`src/rtl/ffc_pkg.sv`:
```
package ffc_pkg;

  typedef enum logic [1:0] {
    FS_RUN    = 2'd0,
    FS_TRAP   = 2'd1,
    FS_BUBBLE = 2'd2
  } fetchState_e;

  // strobes from fetch control to the datapath
  typedef struct packed {
    logic push;       // write a new entry at the tail
    logic pushFault;  // that entry is a fault carrier
    logic stepPc;     // advance the fetch PC sequentially
    logic loadVec;    // load the trap vector into the fetch PC
  } fetchStrobe_t;

endpackage

```
`src/rtl/ffc_fetch_ctrl.sv`:
```
module ffc_fetch_ctrl
  import ffc_pkg::*;
(
  input  logic         clk,
  input  logic         rstN,
  input  logic         queueFull,
  input  logic         faultIn,
  input  logic         trapFire,
  output fetchStrobe_t strobe,
  output logic         fetchValid
);

  fetchState_e state, stateNext;

  always_comb begin
    fetchValid       = (state == FS_RUN) && !queueFull;
    strobe.push      = fetchValid;
    strobe.pushFault = fetchValid && faultIn;
    strobe.stepPc    = fetchValid && !faultIn;
    strobe.loadVec   = trapFire;

    stateNext = state;
    case (state)
      FS_RUN:    if (fetchValid && faultIn) stateNext = FS_TRAP;
      FS_TRAP:   if (trapFire) stateNext = FS_BUBBLE;
      FS_BUBBLE: stateNext = FS_RUN;
      default:   stateNext = FS_RUN;
    endcase
  end

  always_ff @(posedge clk or negedge rstN) begin
    if (!rstN) state <= FS_RUN;
    else       state <= stateNext;
  end

endmodule

```
`src/rtl/ffc_datapath.sv`:
```
module ffc_datapath
  import ffc_pkg::*;
#(
  parameter int ADDR_W     = 32,
  parameter int WORD_W     = 32,
  parameter int CODE_W     = 4,
  parameter int SEQ_W      = 16,
  parameter int DEPTH      = 8,
  parameter int EXE_LAT    = 10,
  parameter int INST_BYTES = 4,
  parameter logic [ADDR_W-1:0] RESET_PC  = 32'h0000_1000,
  parameter logic [ADDR_W-1:0] TRAP_VEC  = 32'h0000_0100,
  parameter logic [WORD_W-1:0] NOP_WORD  = 32'h0000_0013,
  parameter logic [CODE_W-1:0] MCHK_CODE = 4'hF
) (
  input  logic                clk,
  input  logic                rstN,
  input  fetchStrobe_t        strobe,
  input  logic [WORD_W-1:0]   instWord,
  input  logic [CODE_W-1:0]   faultCodeIn,
  input  logic                badAddr,
  output logic                queueFull,
  output logic                trapFire,
  output logic [ADDR_W-1:0]   fetchPc,
  output logic                commitValid,
  output logic [ADDR_W-1:0]   commitPc,
  output logic [SEQ_W-1:0]    commitSeq,
  output logic [CODE_W-1:0]   trapCode,
  output logic [ADDR_W-1:0]   trapPc,
  output logic [ADDR_W-1:0]   trapNextPc,
  output logic [SEQ_W-1:0]    trapSeq
);

  localparam int PTR_W = (DEPTH > 1) ? $clog2(DEPTH) : 1;
  localparam int CNT_W = $clog2(DEPTH + 1);
  localparam int LAT_W = $clog2(EXE_LAT + 1);

  logic [ADDR_W-1:0] entPc    [DEPTH];
  logic [SEQ_W-1:0]  entSeq   [DEPTH];
  logic              entFault [DEPTH];
  logic [CODE_W-1:0] entCode  [DEPTH];
  logic [LAT_W-1:0]  entTimer [DEPTH];

  logic [PTR_W-1:0] headPtr, tailPtr;
  logic [CNT_W-1:0] count;
  logic [SEQ_W-1:0] seqCtr;
  logic [ADDR_W-1:0] pcReg;

  logic headValid, headReady, retire, skipExec;
  logic [CODE_W-1:0] pushCode;

  function automatic logic [PTR_W-1:0] ptrInc(input logic [PTR_W-1:0] p);
    return (p == PTR_W'(DEPTH - 1)) ? '0 : p + 1'b1;
  endfunction

  assign queueFull = (count == CNT_W'(DEPTH));
  assign headValid = (count != '0);
  assign headReady = (entTimer[headPtr] == '0);
  assign trapFire  = headValid && headReady && entFault[headPtr];
  assign retire    = headValid && headReady && !entFault[headPtr];
  assign skipExec  = strobe.pushFault || (instWord == NOP_WORD);
  assign pushCode  = badAddr ? MCHK_CODE : faultCodeIn;

  // entry storage and stub execute timers
  always_ff @(posedge clk or negedge rstN) begin
    if (!rstN) begin
      for (int i = 0; i < DEPTH; i++) begin
        entPc[i]    <= '0;
        entSeq[i]   <= '0;
        entFault[i] <= 1'b0;
        entCode[i]  <= '0;
        entTimer[i] <= '0;
      end
    end else begin
      for (int i = 0; i < DEPTH; i++) begin
        if (strobe.push && tailPtr == PTR_W'(i)) begin
          entPc[i]    <= pcReg;
          entSeq[i]   <= seqCtr;
          entFault[i] <= strobe.pushFault;
          entCode[i]  <= strobe.pushFault ? pushCode : '0;
          entTimer[i] <= skipExec ? '0 : LAT_W'(EXE_LAT);
        end else if (entTimer[i] != '0) begin
          entTimer[i] <= entTimer[i] - 1'b1;
        end
      end
    end
  end

  // queue pointers, fetch PC and sequence counter
  always_ff @(posedge clk or negedge rstN) begin
    if (!rstN) begin
      headPtr <= '0;
      tailPtr <= '0;
      count   <= '0;
      seqCtr  <= '0;
      pcReg   <= RESET_PC;
    end else begin
      if (trapFire) begin
        headPtr <= '0;
        tailPtr <= '0;
        count   <= '0;
      end else begin
        if (strobe.push) tailPtr <= ptrInc(tailPtr);
        if (retire)      headPtr <= ptrInc(headPtr);
        count <= count + CNT_W'(strobe.push) - CNT_W'(retire);
      end
      if (strobe.push) seqCtr <= seqCtr + 1'b1;
      if (strobe.loadVec)     pcReg <= TRAP_VEC;
      else if (strobe.stepPc) pcReg <= pcReg + ADDR_W'(INST_BYTES);
    end
  end

  assign fetchPc     = pcReg;
  assign commitValid = retire;
  assign commitPc    = entPc[headPtr];
  assign commitSeq   = entSeq[headPtr];
  assign trapCode    = entCode[headPtr];
  assign trapPc      = entPc[headPtr];
  assign trapNextPc  = entPc[headPtr] + ADDR_W'(INST_BYTES);
  assign trapSeq     = entSeq[headPtr];

endmodule

```
`src/rtl/fault_carrier_pipe.sv`:
```
module fault_carrier_pipe
  import ffc_pkg::*;
#(
  parameter int ADDR_W     = 32,
  parameter int WORD_W     = 32,
  parameter int CODE_W     = 4,
  parameter int SEQ_W      = 16,
  parameter int DEPTH      = 8,
  parameter int EXE_LAT    = 10,
  parameter int INST_BYTES = 4,
  parameter logic [ADDR_W-1:0] RESET_PC  = 32'h0000_1000,
  parameter logic [ADDR_W-1:0] TRAP_VEC  = 32'h0000_0100,
  parameter logic [WORD_W-1:0] NOP_WORD  = 32'h0000_0013,
  parameter logic [CODE_W-1:0] MCHK_CODE = 4'hF
) (
  input  logic              clk,
  input  logic              rstN,
  output logic              fetchValid,
  output logic [ADDR_W-1:0] fetchPc,
  input  logic [WORD_W-1:0] instWord,
  input  logic              fetchFault,
  input  logic [CODE_W-1:0] fetchFaultCode,
  input  logic              fetchBadAddr,
  output logic              commitValid,
  output logic [ADDR_W-1:0] commitPc,
  output logic [SEQ_W-1:0]  commitSeq,
  output logic              trapValid,
  output logic [CODE_W-1:0] trapCode,
  output logic [ADDR_W-1:0] trapPc,
  output logic [ADDR_W-1:0] trapNextPc,
  output logic [SEQ_W-1:0]  trapSeq
);

  fetchStrobe_t strobe;
  logic queueFull, trapFire;

  ffc_fetch_ctrl u_ctrl (
    .clk        (clk),
    .rstN       (rstN),
    .queueFull  (queueFull),
    .faultIn    (fetchFault || fetchBadAddr),
    .trapFire   (trapFire),
    .strobe     (strobe),
    .fetchValid (fetchValid)
  );

  ffc_datapath #(
    .ADDR_W(ADDR_W), .WORD_W(WORD_W), .CODE_W(CODE_W), .SEQ_W(SEQ_W),
    .DEPTH(DEPTH), .EXE_LAT(EXE_LAT), .INST_BYTES(INST_BYTES),
    .RESET_PC(RESET_PC), .TRAP_VEC(TRAP_VEC), .NOP_WORD(NOP_WORD),
    .MCHK_CODE(MCHK_CODE)
  ) u_dp (
    .clk         (clk),
    .rstN        (rstN),
    .strobe      (strobe),
    .instWord    (instWord),
    .faultCodeIn (fetchFaultCode),
    .badAddr     (fetchBadAddr),
    .queueFull   (queueFull),
    .trapFire    (trapFire),
    .fetchPc     (fetchPc),
    .commitValid (commitValid),
    .commitPc    (commitPc),
    .commitSeq   (commitSeq),
    .trapCode    (trapCode),
    .trapPc      (trapPc),
    .trapNextPc  (trapNextPc),
    .trapSeq     (trapSeq)
  );

  assign trapValid = trapFire;

endmodule

```
`config.mk`:
```
export PLATFORM = sky130hd
export DESIGN_NAME = fault_carrier_pipe
export DESIGN_NICKNAME = d
export VERILOG_FILES = /design/src/rtl/ffc_pkg.sv /design/src/rtl/ffc_fetch_ctrl.sv /design/src/rtl/ffc_datapath.sv /design/src/rtl/fault_carrier_pipe.sv
export SDC_FILE = /design/constraint.sdc
export NUM_CORES = 1
export LEC_CHECK = 0
export ABC_CLOCK_PERIOD_IN_PS = 5980
export BUFFER_PORTS_ARGS = -buffer_cell sky130_fd_sc_hd__buf_2
export CAP_MARGIN = 40
export CORE_MARGIN = 1.5
export CORE_UTILIZATION = 49
export DETAILED_ROUTE_END_ITERATION = 8
export PLACE_DENSITY = 0.72
export REMOVE_ABC_BUFFERS = 1
export SYNTH_ARGS = -nofsm -noshare
export SYNTH_HDL_FRONTEND = slang
export SYNTH_SLANG_ARGS = --single-unit
```
`constraint.sdc`:
```
create_clock -name clk -period 5.98 [get_ports clk]
set_input_delay 0.897 -clock clk [delete_from_list [all_inputs] [get_ports clk]]
set_output_delay 0.897 -clock clk [all_outputs]
set_load 0.02 [all_outputs]
```
* After elaboration in Yosys (flattened, before gate mapping)
Cells that the tools add are included.
** Cells by class
- Add/subtract/negate cells :: 15
- Magnitude comparators :: 1
- Equality and inequality tests :: 13
- Mux-type cells :: 46
- Bitwise logic cells :: 1
- Reductions and logical operators :: 43
** Operators with widths (number)
- 32-bit 2-to-1 mux :: 4
- 32-bit binary-select mux with 3-bit select :: 1
- 4-bit 2-to-1 mux :: 24
- 32-bit by 3-bit adder with 32-bit output, second input constant :: 2
- 16-bit binary-select mux with 3-bit select :: 1
- 4-bit nonzero test :: 9
- 32-bit by 5-bit == test with 1-bit output, second input constant :: 1
- 16-bit 2-to-1 mux :: 2
- 4-bit by 1-bit subtractor with 4-bit output, second input constant :: 8
- 4-bit binary-select mux with 3-bit select :: 2
- 2-bit nonzero test :: 11
- 3-bit 2-to-1 mux :: 6
- 16-bit by 1-bit adder with 16-bit output, second input constant :: 1
- 3-bit == test, second input constant :: 5
- 1-bit logical AND :: 14
- 3-bit by 1-bit adder with 3-bit output, second input constant :: 2
- 3-bit by 2-bit == test with 1-bit output, second input constant :: 2
- 4-bit by 1-bit adder with 4-bit output :: 1
- 4-bit == test, second input constant :: 1
- 4-bit greater-or-equal comparator, second input constant :: 1
- 4-bit zero test :: 1
- 2-bit 2-to-1 mux :: 2
- 3-bit inverter with 4-bit output :: 1
- 2-bit case mux with 2 select lines :: 1
- other kinds (12) :: 16
** Word-level totals
- Register bits :: 516
- Input bits :: 40
- Output and inout port bits :: 167
- Word-level logic and storage cells :: 165

* Depth between registers and ports, before layout
Gate-level depths: netlist of the first run.
- Depth after elaboration :: 9
- Gate-level depth with buffers :: 17
- Depth with buffers taken out :: 12

* Hierarchy
A second synthesis of the first run with hierarchy kept.
** Second synthesis, totals
- Cell total of the unflattened synthesis :: 2351
- Area total of the unflattened synthesis :: 24029.3 µm²
** By module, submodules not included
- ffc_datapath :: instances 1, cells each 2339, area each 23910.4 µm², seq. area each 12413.2 µm²
- ffc_fetch_ctrl :: instances 1, cells each 11, area each 112.6 µm², seq. area each 50.0 µm²
- fault_carrier_pipe :: instances 1, cells each 1, area each 6.3 µm², seq. area each 0.0 µm²

* Worst setup path after synthesis of the first run
No wires, ideal clock.
- Kind :: register -> output
- From :: reg u_dp.headPtr[0]
- To :: out trapNextPc[30]
- Data arrival time :: 2.917 ns
- Data required time :: 5.083 ns
- Setup slack :: 2.166 ns
- Cell stages (with the launch flop) :: 12
- Buffers on the path :: 4
- Cell sequence :: dfrtp_1 -> buf_6 -> buf_12 -> buf_12 -> mux4_2 -> mux2_2 -> ha_1 -> nand3_4 -> or3_1 -> buf_4 -> nor4b_2 -> xor2_1
** On the way
- Cells in the longest elaborated chain, start to end :: 5
** Ends and longest elaborated chain
- from (decl) :: line ffc_datapath.sv:44 : logic [PTR_W-1:0] headPtr, tailPtr;
- from (signal assigned) :: line ffc_datapath.sv:104 : if (retire) headPtr <= ptrInc(headPtr);
- 3-bit inverter with 4-bit output
- 32-bit binary-select mux with 3-bit select
- 32-bit 2-to-1 mux (2 in a row)
- via commitPc[2] :: line fault_carrier_pipe.sv:25 : output logic [ADDR_W-1:0] commitPc,
- 32-bit by 3-bit adder with 32-bit output :: line ffc_datapath.sv:119 : assign trapNextPc = entPc[headPtr] + ADDR_W'(INST_BYTES);
- to (decl) :: line fault_carrier_pipe.sv:30 : output logic [ADDR_W-1:0] trapNextPc,
The timed path passes the listed nets, and every way through them passes these cells. The select of a mux whose other input is x is not followed.

* Worst setup path in the final report of the first run
- From :: reg u_dp.headPtr[0]
- To :: out trapNextPc[30]
** On the way
- Cells in the longest elaborated chain, start to end :: 5
** Ends and longest elaborated chain (line)
- 3-bit inverter with 4-bit output (implied by the code) :: ffc_datapath.sv:119
- 32-bit binary-select mux with 3-bit select :: ffc_datapath.sv:119
- 32-bit 2-to-1 mux (implied by the code) (2 in a row) :: ffc_datapath.sv:119
- 32-bit by 3-bit adder with 32-bit output :: ffc_datapath.sv:119
Every way passes these cells. The select of a mux whose other input is x is not followed.

==> out/results.txt, run 1 <==
The run finished with clean final reports. Input and output buffers added on the ports amount to 198. Buffers inserted to repair hold after CTS numbered 0. The area overhead of the layout relative to synthesis was 11.4%; the maximum number of pins on one net before global-route repair was 144.

The tools report the number of placed cells counting well taps as 2766. The minimum period implied by the final worst setup slack was 4.84 ns; the arrival time of data at the critical path endpoint was 3.95 ns. In this run, the number of DRC markers left after iteration 0 of detailed routing was 1178.

The core region is 48700 sq um. The family with the most delay on the worst path was simple AND/OR/NAND/NOR gates. The H-tree was split into 2 levels. The logs give 58100 um for the total detailed-routing wirelength and 0 for the count of final setup violators.

The floorplan step defined a die boundary enclosing 50600 sq um. Walking the worst path, the cells encountered are mux4_1, mux2_2, ha_1, nand3_4, or3_1, nor4b_2, xor2_1, buf_2. In this run, synthesis produced a sequential element count of 498. The CTS buffer count was 53. The sum of net half-perimeters after detailed placement is 35400 um, and the total grt overflow is 0.

The aggregate global-route resource usage came out at 0.233. The global-route wire length before repair came out at 92500 um. The count of cells in the finished layout, fillers not included, comes to 2862. For the final design utilization, the log shows 0.552. Setup repair after global routing left no endpoint under its margin.

Detailed routing placed a total of 28500 um of wire on met2. The area share of the leading cell type in the synthesized netlist was 0.515; the count of synthesis-stage warnings from yosys was 0. In this run the count of I/O pins placed on the die edge is 207.

Worst-case headroom to the max-slew limit: 0.364. Hold timing on the final database bottoms out at a slack of 0.367 ns. dfrtp_1 takes more of the synthesized area than any other cell. Final count of pins violating max slew: 0. Cell row count: 81.

After clock tree synthesis, the setup repair step added 0 buffers. The number of diodes added for antenna fixing was 0. A synthesized cell averages 11.6 sq um. The average detailed-routed wire length per instance is 20.3 um. The worst setup path is launched from a flop. Of all nets on the critical path, the largest fanout is 38. In the routed design, unresolved DRC markers number 0.

In the routed layout, each cell is associated on average with a via count of 5.66. Setup slack on the worst reg-to-reg path comes out at 2.10 ns. The final period utilization came out at 0.810.

The tools report the static leakage as 13.6 nW. For the pin with the worst max-slew slack, the measured transition is 0.954 ns. The height of the chip was 225 um. The fill cell total of the finished layout is 4000, and the number of nets at the end of the flow is 2225. The number of global-route vias before repair was 16900; the number of detailed-route iterations in the first pass was 5. For the number of antenna violations at the first check in global routing, the log shows 1. The maximum single-stage delay on the critical path was 0.94 ns; the final cell area excluding filler cells was 26900 sq um. The run gives 0.60 ns as the latest clock arrival within the worst-skew pair. The kind of capture point of the worst setup path was a primary output. The worst setup path is of the flop to primary output kind. The root buffer cell chosen for the clock tree is clkbuf_16. Synthesis produced a netlist whose cell count is 2074. The upper clock frequency limit is 206 MHz. Once placement finished, the instance area stood at 25200 sq um. The tools report the routed metal-1 wire length as 24400 um. For the number of buffers on the longest clock path, the log shows 3. Counting instances in the post-synthesis netlist gives the leading cell types as dfrtp_1 (497), nand2_1 (456), mux2_2 (244), o21ai_0 (111), clkbuf_1 (108). Power density over the cells: 265 nW/um^2.

The logs give 0 for the total count of hold-check failures in the final report and 0 for the number of gates resized after CTS. The proportion of synthesized chip area in sequential cells is 0.516. TritonCTS built the clock tree.

The share of flip-flops with an asynchronous set or reset after synthesis was 1.00; the maximum vdd ir drop was 0.202 mV. Most used flip-flop cell after synthesis: dfrtp_1. The detailed router used layers up to and including met5. The completed layout was analyzed and its total power is 7.12 mW. Clock-pin slew was measured on the worst setup and hold paths at 0.06 ns.

The count of buffer and inverter cells on the critical path is 1, and the share of layout cells above drive strength 1 is 0.297. The number of nets with antenna violations after routing was 0; the cell area after synthesis was 24200 sq um. Wire segments on met3 add up to 3700 um in the final route. Yosys instantiated no cell more often than dfrtp_1. Routability-driven placement finished with a final weighted congestion of 0.774. The die boundary width came out at 225 um. Starting density of the core: 0.496. The clock net in this run drives a total of 498 sinks. Ranked by total cell area, the synthesized netlist is headed by dfrtp_1 (51%), mux2_2 (11%), nand2_1 (7.1%). The tools report the number of distinct library cells after synthesis as 56.

Cell with the biggest individual delay on the critical path: dfrtp_4. In this run, synthesis inferred 0 flip-flops with an integrated enable. The path class of the tightest hold or removal check is input port to asynchronous set/reset pin. Across the run, the number of max-cap violations was 0. The run gives 0.0219 ns as the worst setup skew after layout. STA puts the critical path data required time at 5.08 ns.

Summing over every cut layer, the via total after detailed routing is 16200.
## placed cells by master (no fill, tap or decap), types with 3 or more instances in the layout
cell type and n:
nand4_1 17, clkbuf_8 10, ha_1 27, nand2_1 451, nand3_4 4, o21ai_0 111, o31a_1 3, a21oi_1 28
o21a_1 4, mux4_1 32, nor4_2 3, or3_1 8, and2_1 9, nor4_1 24, inv_1 53, dfrtp_1 494
nand2b_1 4, buf_12 5, mux4_2 72, conb_1 8, nor3b_1 4, nor2_1 82, xor2_1 19, mux2i_1 16
nand3_1 14, clkinv_2 10, nand2_2 6, a22o_1 8, mux2_2 244, and3_1 6, buf_4 19, nor3_1 30
nor2b_1 3, buf_2 197, xnor2_1 63, clkbuf_16 55, clkbuf_1 15
## final timing paths
kind	from	to	depth (start not counted)
setup reg to reg	u_dp.headPtr[1]	u_dp.count[2]	11
setup / recovery	u_dp.headPtr[0]	trapNextPc[30]	8
hold reg to reg	u_dp.entPc[201]	u_dp.entPc[201]	2
hold / removal	rstN	u_dp.entSeq[126]	1
min in group clk	u_dp.entPc[201]	u_dp.entPc[201]	2
max in group asynchronous	rstN	u_dp.entTimer[17]	2
## through the flow
stage	worst slack [ns]	setup TNS [ns]
floorplan	-0.982	-15.17
global placement	1.85	0
detailed placement	1.73	0
CTS	1.07	0
global route	0.911	0
finish	1.14	0
## where the power goes
group          internal (mW)  leakage, nW  switching, mW  total [mW]
Clock                   1.89        0.844           1.33        3.22
Sequential              3.44         6.74         0.0679        3.51
Combinational          0.168         6.05          0.223       0.391
Total                   5.50         13.6           1.62        7.12
## cells by family after synthesis
logic type,share of synthesized area
compound gates,0.0371
other cells,0.000155
fa+ha+maj,0.0148
simple gates,0.122
flops,0.516
xor+xnor,0.0297
buf+inv,0.0565
mux,0.224
## state kept, by name (all words and copies together), names as in the netlist
| register | count |
|---|---|
| u_dp.entTimer | 32 |
| u_dp.entSeq | 128 |
| u_dp.tailPtr | 3 |
| u_dp.headPtr | 3 |
| u_dp.count | 4 |
| u_dp.fetchPc | 30 |
| u_dp.seqCtr | 16 |
| u_dp.entFault | 8 |
| u_ctrl.state | 2 |
| u_dp.entCode | 32 |
| u_dp.entPc | 240 |
## final cells by class
class	count	area, sq um	area share
clock inverters	16	143	0.00530
well taps	664	831	0.0309
clock buffers	80	1570	0.0584
inverters	55	206	0.00767
repair buffers	223	1270	0.0473
multi-input cells	1326	10400	0.387
flip-flops and latches	498	12500	0.464
## per-layer routing
| layer | track usage | vias up |
|---|---|---|
| li1 | - | 7245 |
| met1 | 0.307 | 8323 |
| met2 | 0.388 | 516 |
| met3 | 0.0499 | 102 |
| met4 | 0.0688 | 2 |
| met5 | 0 | - |
(Power assumes the default switching activity.)
==> run 2: changes to the inputs <==
--- a/config.mk
+++ b/config.mk
@@ -5,7 +5,7 @@
 export SDC_FILE = /design/constraint.sdc
 export NUM_CORES = 1
 export LEC_CHECK = 0
-export ABC_CLOCK_PERIOD_IN_PS = 5980
+export ABC_CLOCK_PERIOD_IN_PS = 4900
 export BUFFER_PORTS_ARGS = -buffer_cell sky130_fd_sc_hd__buf_2
 export CAP_MARGIN = 40
 export CORE_MARGIN = 1.5
==> constraint.sdc (replaced) <==
create_clock -name clk -period 4.9 [get_ports clk]
set_input_delay 0.735 -clock clk [delete_from_list [all_inputs] [get_ports clk]]
set_output_delay 0.735 -clock clk [all_outputs]
set_load 0.02 [all_outputs]
==> out/results.txt, run 2 (synthesis results as in run 1) <==
The leading cell type in the layout, fill and taps excluded was dfrtp_1 (unchanged). For the number of global-route vias before repair, the log shows 16600 (was 16900). The class of the most critical setup path was flop to primary output (unchanged). The latest clock arrival within the worst-skew pair is 0.60 ns (about the same).

Share of layout cells above drive strength 1: 0.296 (was 0.297). The pin slew with the least headroom to its limit is 0.938 ns (was 0.954 ns), and the clock sink count is 498 (unchanged). The final period utilization is 0.926. The number of antenna violations at the first check in global routing is 1 (unchanged). Kind of capture point of the worst setup path: a primary output (unchanged). The tools report the arrival time of data at the critical path endpoint as 3.80 ns (was 3.95 ns). The worst-case headroom to the max-slew limit was 0.375 (was 0.364); the setup total negative slack was 0 ns (unchanged).

For the final count of pins violating max slew, the log shows 0 (unchanged). The average detailed-routed wire length per instance came out at 20.1 um (was 20.3 um). The critical path data required time was 4.16 ns (was 5.08 ns); the number of max-cap violations was 0 (unchanged). For the final worst slack, the log shows 0.364 ns (was 1.14 ns).

The die boundary width works out to 225 um (unchanged). Class of the tightest hold or removal check: input port to asynchronous set/reset pin (unchanged). The maximum number of pins on one net before global-route repair came out at 121 (was 144).

The power density over the cells came out at 320 nW/um^2 (was 265 nW/um^2). For the maximum vdd ir drop, the log shows 0.255 mV (was 0.202 mV). For the count of final setup violators, the log shows 0 (unchanged).

The largest fanout on the critical path was 26 (was 38). TritonCTS built the clock tree. The number of diodes added for antenna fixing was 0 (unchanged). Cell row count: 81 (unchanged). The startpoint type of the worst setup path is a flop (unchanged). The tools report the worst slack at placement as 0.958 ns (was 1.73 ns). The starting density of the core came out at 0.496 (unchanged).

The number of flip-flops under the largest register name is 240 (unchanged). The tools report the DRC marker count from the first detailed-route iteration as 1087 (was 1178). The run gives 207 (unchanged) as the I/O pin count. The per-cell via count in the routed design was 5.66 (about the same); the total via count after detailed routing was 16200 (unchanged).

The CTS root buffer is clkbuf_16 (unchanged). Number of port buffers: 198 (unchanged). Top flop regs: u_dp.entPc: 240 flops, u_dp.entSeq: 128 flops (unchanged). The clock-pin slew on the worst setup and hold paths works out to 0.06 ns (about the same). The fill cell total of the finished layout was 3972 (was 4000); the aggregate global-route resource usage was 0.231 (was 0.233).

The total of hold buffers inserted after clock tree synthesis is 0 (unchanged), and the DRC violations left is 0 (unchanged). Area overhead of the layout relative to synthesis: 11.5% (was 11.4%). The CTS buffer count was 51 (was 53).

The depth of the CTS H-tree is 2 (unchanged), and the number of gates resized after CTS is 0 (unchanged). The number of buffers on the longest clock path is 3 (unchanged). Setup repair after global routing left no endpoint under its margin. The overall power consumption came out at 8.62 mW (was 7.12 mW). Height of the chip: 225 um (unchanged).

The core region area is 48700 sq um (unchanged), and the total grt overflow is 0 (unchanged). The sum of net half-perimeters after detailed placement was 35000 um (was 35400 um); the minimum period implied by the final worst setup slack was 4.54 ns. The die area is 50600 sq um (unchanged). The static leakage is 13.7 nW (was 13.6 nW).

The global-route wire length before repair was 91500 um (was 92500 um); the upper clock frequency limit was 220 MHz. The flow ran to the end, and the final reports show no timing, DRC or antenna violations. The top register by number of flip-flops is u_dp.entPc (unchanged). The number of nets at the end of the flow is 2227 (was 2225), and the final design utilization is 0.553 (was 0.552). The total count of hold-check failures in the final report came out at 0 (unchanged). The logs give 5 (unchanged) for the number of detailed-route iterations in the first pass and 0.0290 ns (was 0.0219 ns) for the worst setup skew after layout. Most used cells in the layout excluding fill and tap cells: dfrtp_1 (494), nand2_1 (451), mux2_2 (244), buf_2 (197), o21ai_0 (111) (unchanged). The run gives 0.769 (was 0.774) as the routability congestion estimate from global placement. Post-route worst hold slack: 0.229 ns (was 0.367 ns). The number of buffers added for setup after CTS came out at 0 (unchanged).

The total detailed-routing wirelength came out at 57500 um (was 58100 um). The number of nets with antenna violations after routing is 0 (unchanged).
[run 2: cell count changes in the layout (fill, tap and decap cells not counted), sizes merged]
cell and delta:
buf +4, clkinv -4, inv -1, clkinvlp -1
[run 2: area by class of cell]
| type | count | area (sq um) | share of cell area |
|---|---|---|---|
| Clock buffer | 80 | 1540 | 0.0570 |
| Clock inverter | 10 | 110 | 0.00409 |
| Inverter | 55 | 206 | 0.00766 |
| Multi-Input combinational cell | 1326 | 10400 | 0.386 |
| Sequential cell | 498 | 12500 | 0.463 |
| Tap cell | 664 | 831 | 0.0308 |
| Timing Repair Buffer | 227 | 1380 | 0.0513 |
[run 2: layer usage]
metal / up-vias / GRT usage / share of wire
li1: 7240 / - / -
met1: 8358 / 0.310 / 0.42
met2: 487 / 0.383 / 0.49
met3: 101 / 0.0456 / 0.061
met4: 2 / 0.0684 / 0.025
met5: - / 0 / 0.00012
[run 2: where the power goes]
group / internal, mW / switching [mW] / leakage (nW)
clock network: 2.24 / 1.60 / 0.809
logic: 0.210 / 0.274 / 6.11
registers: 4.20 / 0.0875 / 6.74
[run 2: through the flow]
step,area [sq um],std cells
floorplan,23000,1879
global placement,25300,2769
detailed placement,25300,2770
CTS,26900,2860
global route,26900,2860
finish,26900,2860
[run 2: critical path, stage by stage, from the launching register on]
cell      delay, ns
dfrtp_4        0.73
buf_4          0.52
mux4_1         0.61
mux2i_1        0.65
a211oi_4       0.11
nand4_2        0.19
nor4b_2        0.07
xor2_1         0.16
buf_2          0.17
[run 2: worst paths after layout]
path                                           to  slack (ns)             from  depth (start not counted)
worst max-delay path               trapNextPc[30]        0.36  u_dp.headPtr[0]                          8
worst min-delay path             u_dp.entSeq[110]        0.23             rstN                          1
worst max register to register      u_dp.count[2]        1.34  u_dp.headPtr[1]                         11
worst min register to register    u_dp.entSeq[85]        0.47  u_dp.entSeq[85]                          2
max in group asynchronous       u_dp.entTimer[24]        3.52             rstN                          2
min in group clk                  u_dp.entSeq[85]        0.47  u_dp.entSeq[85]                          2
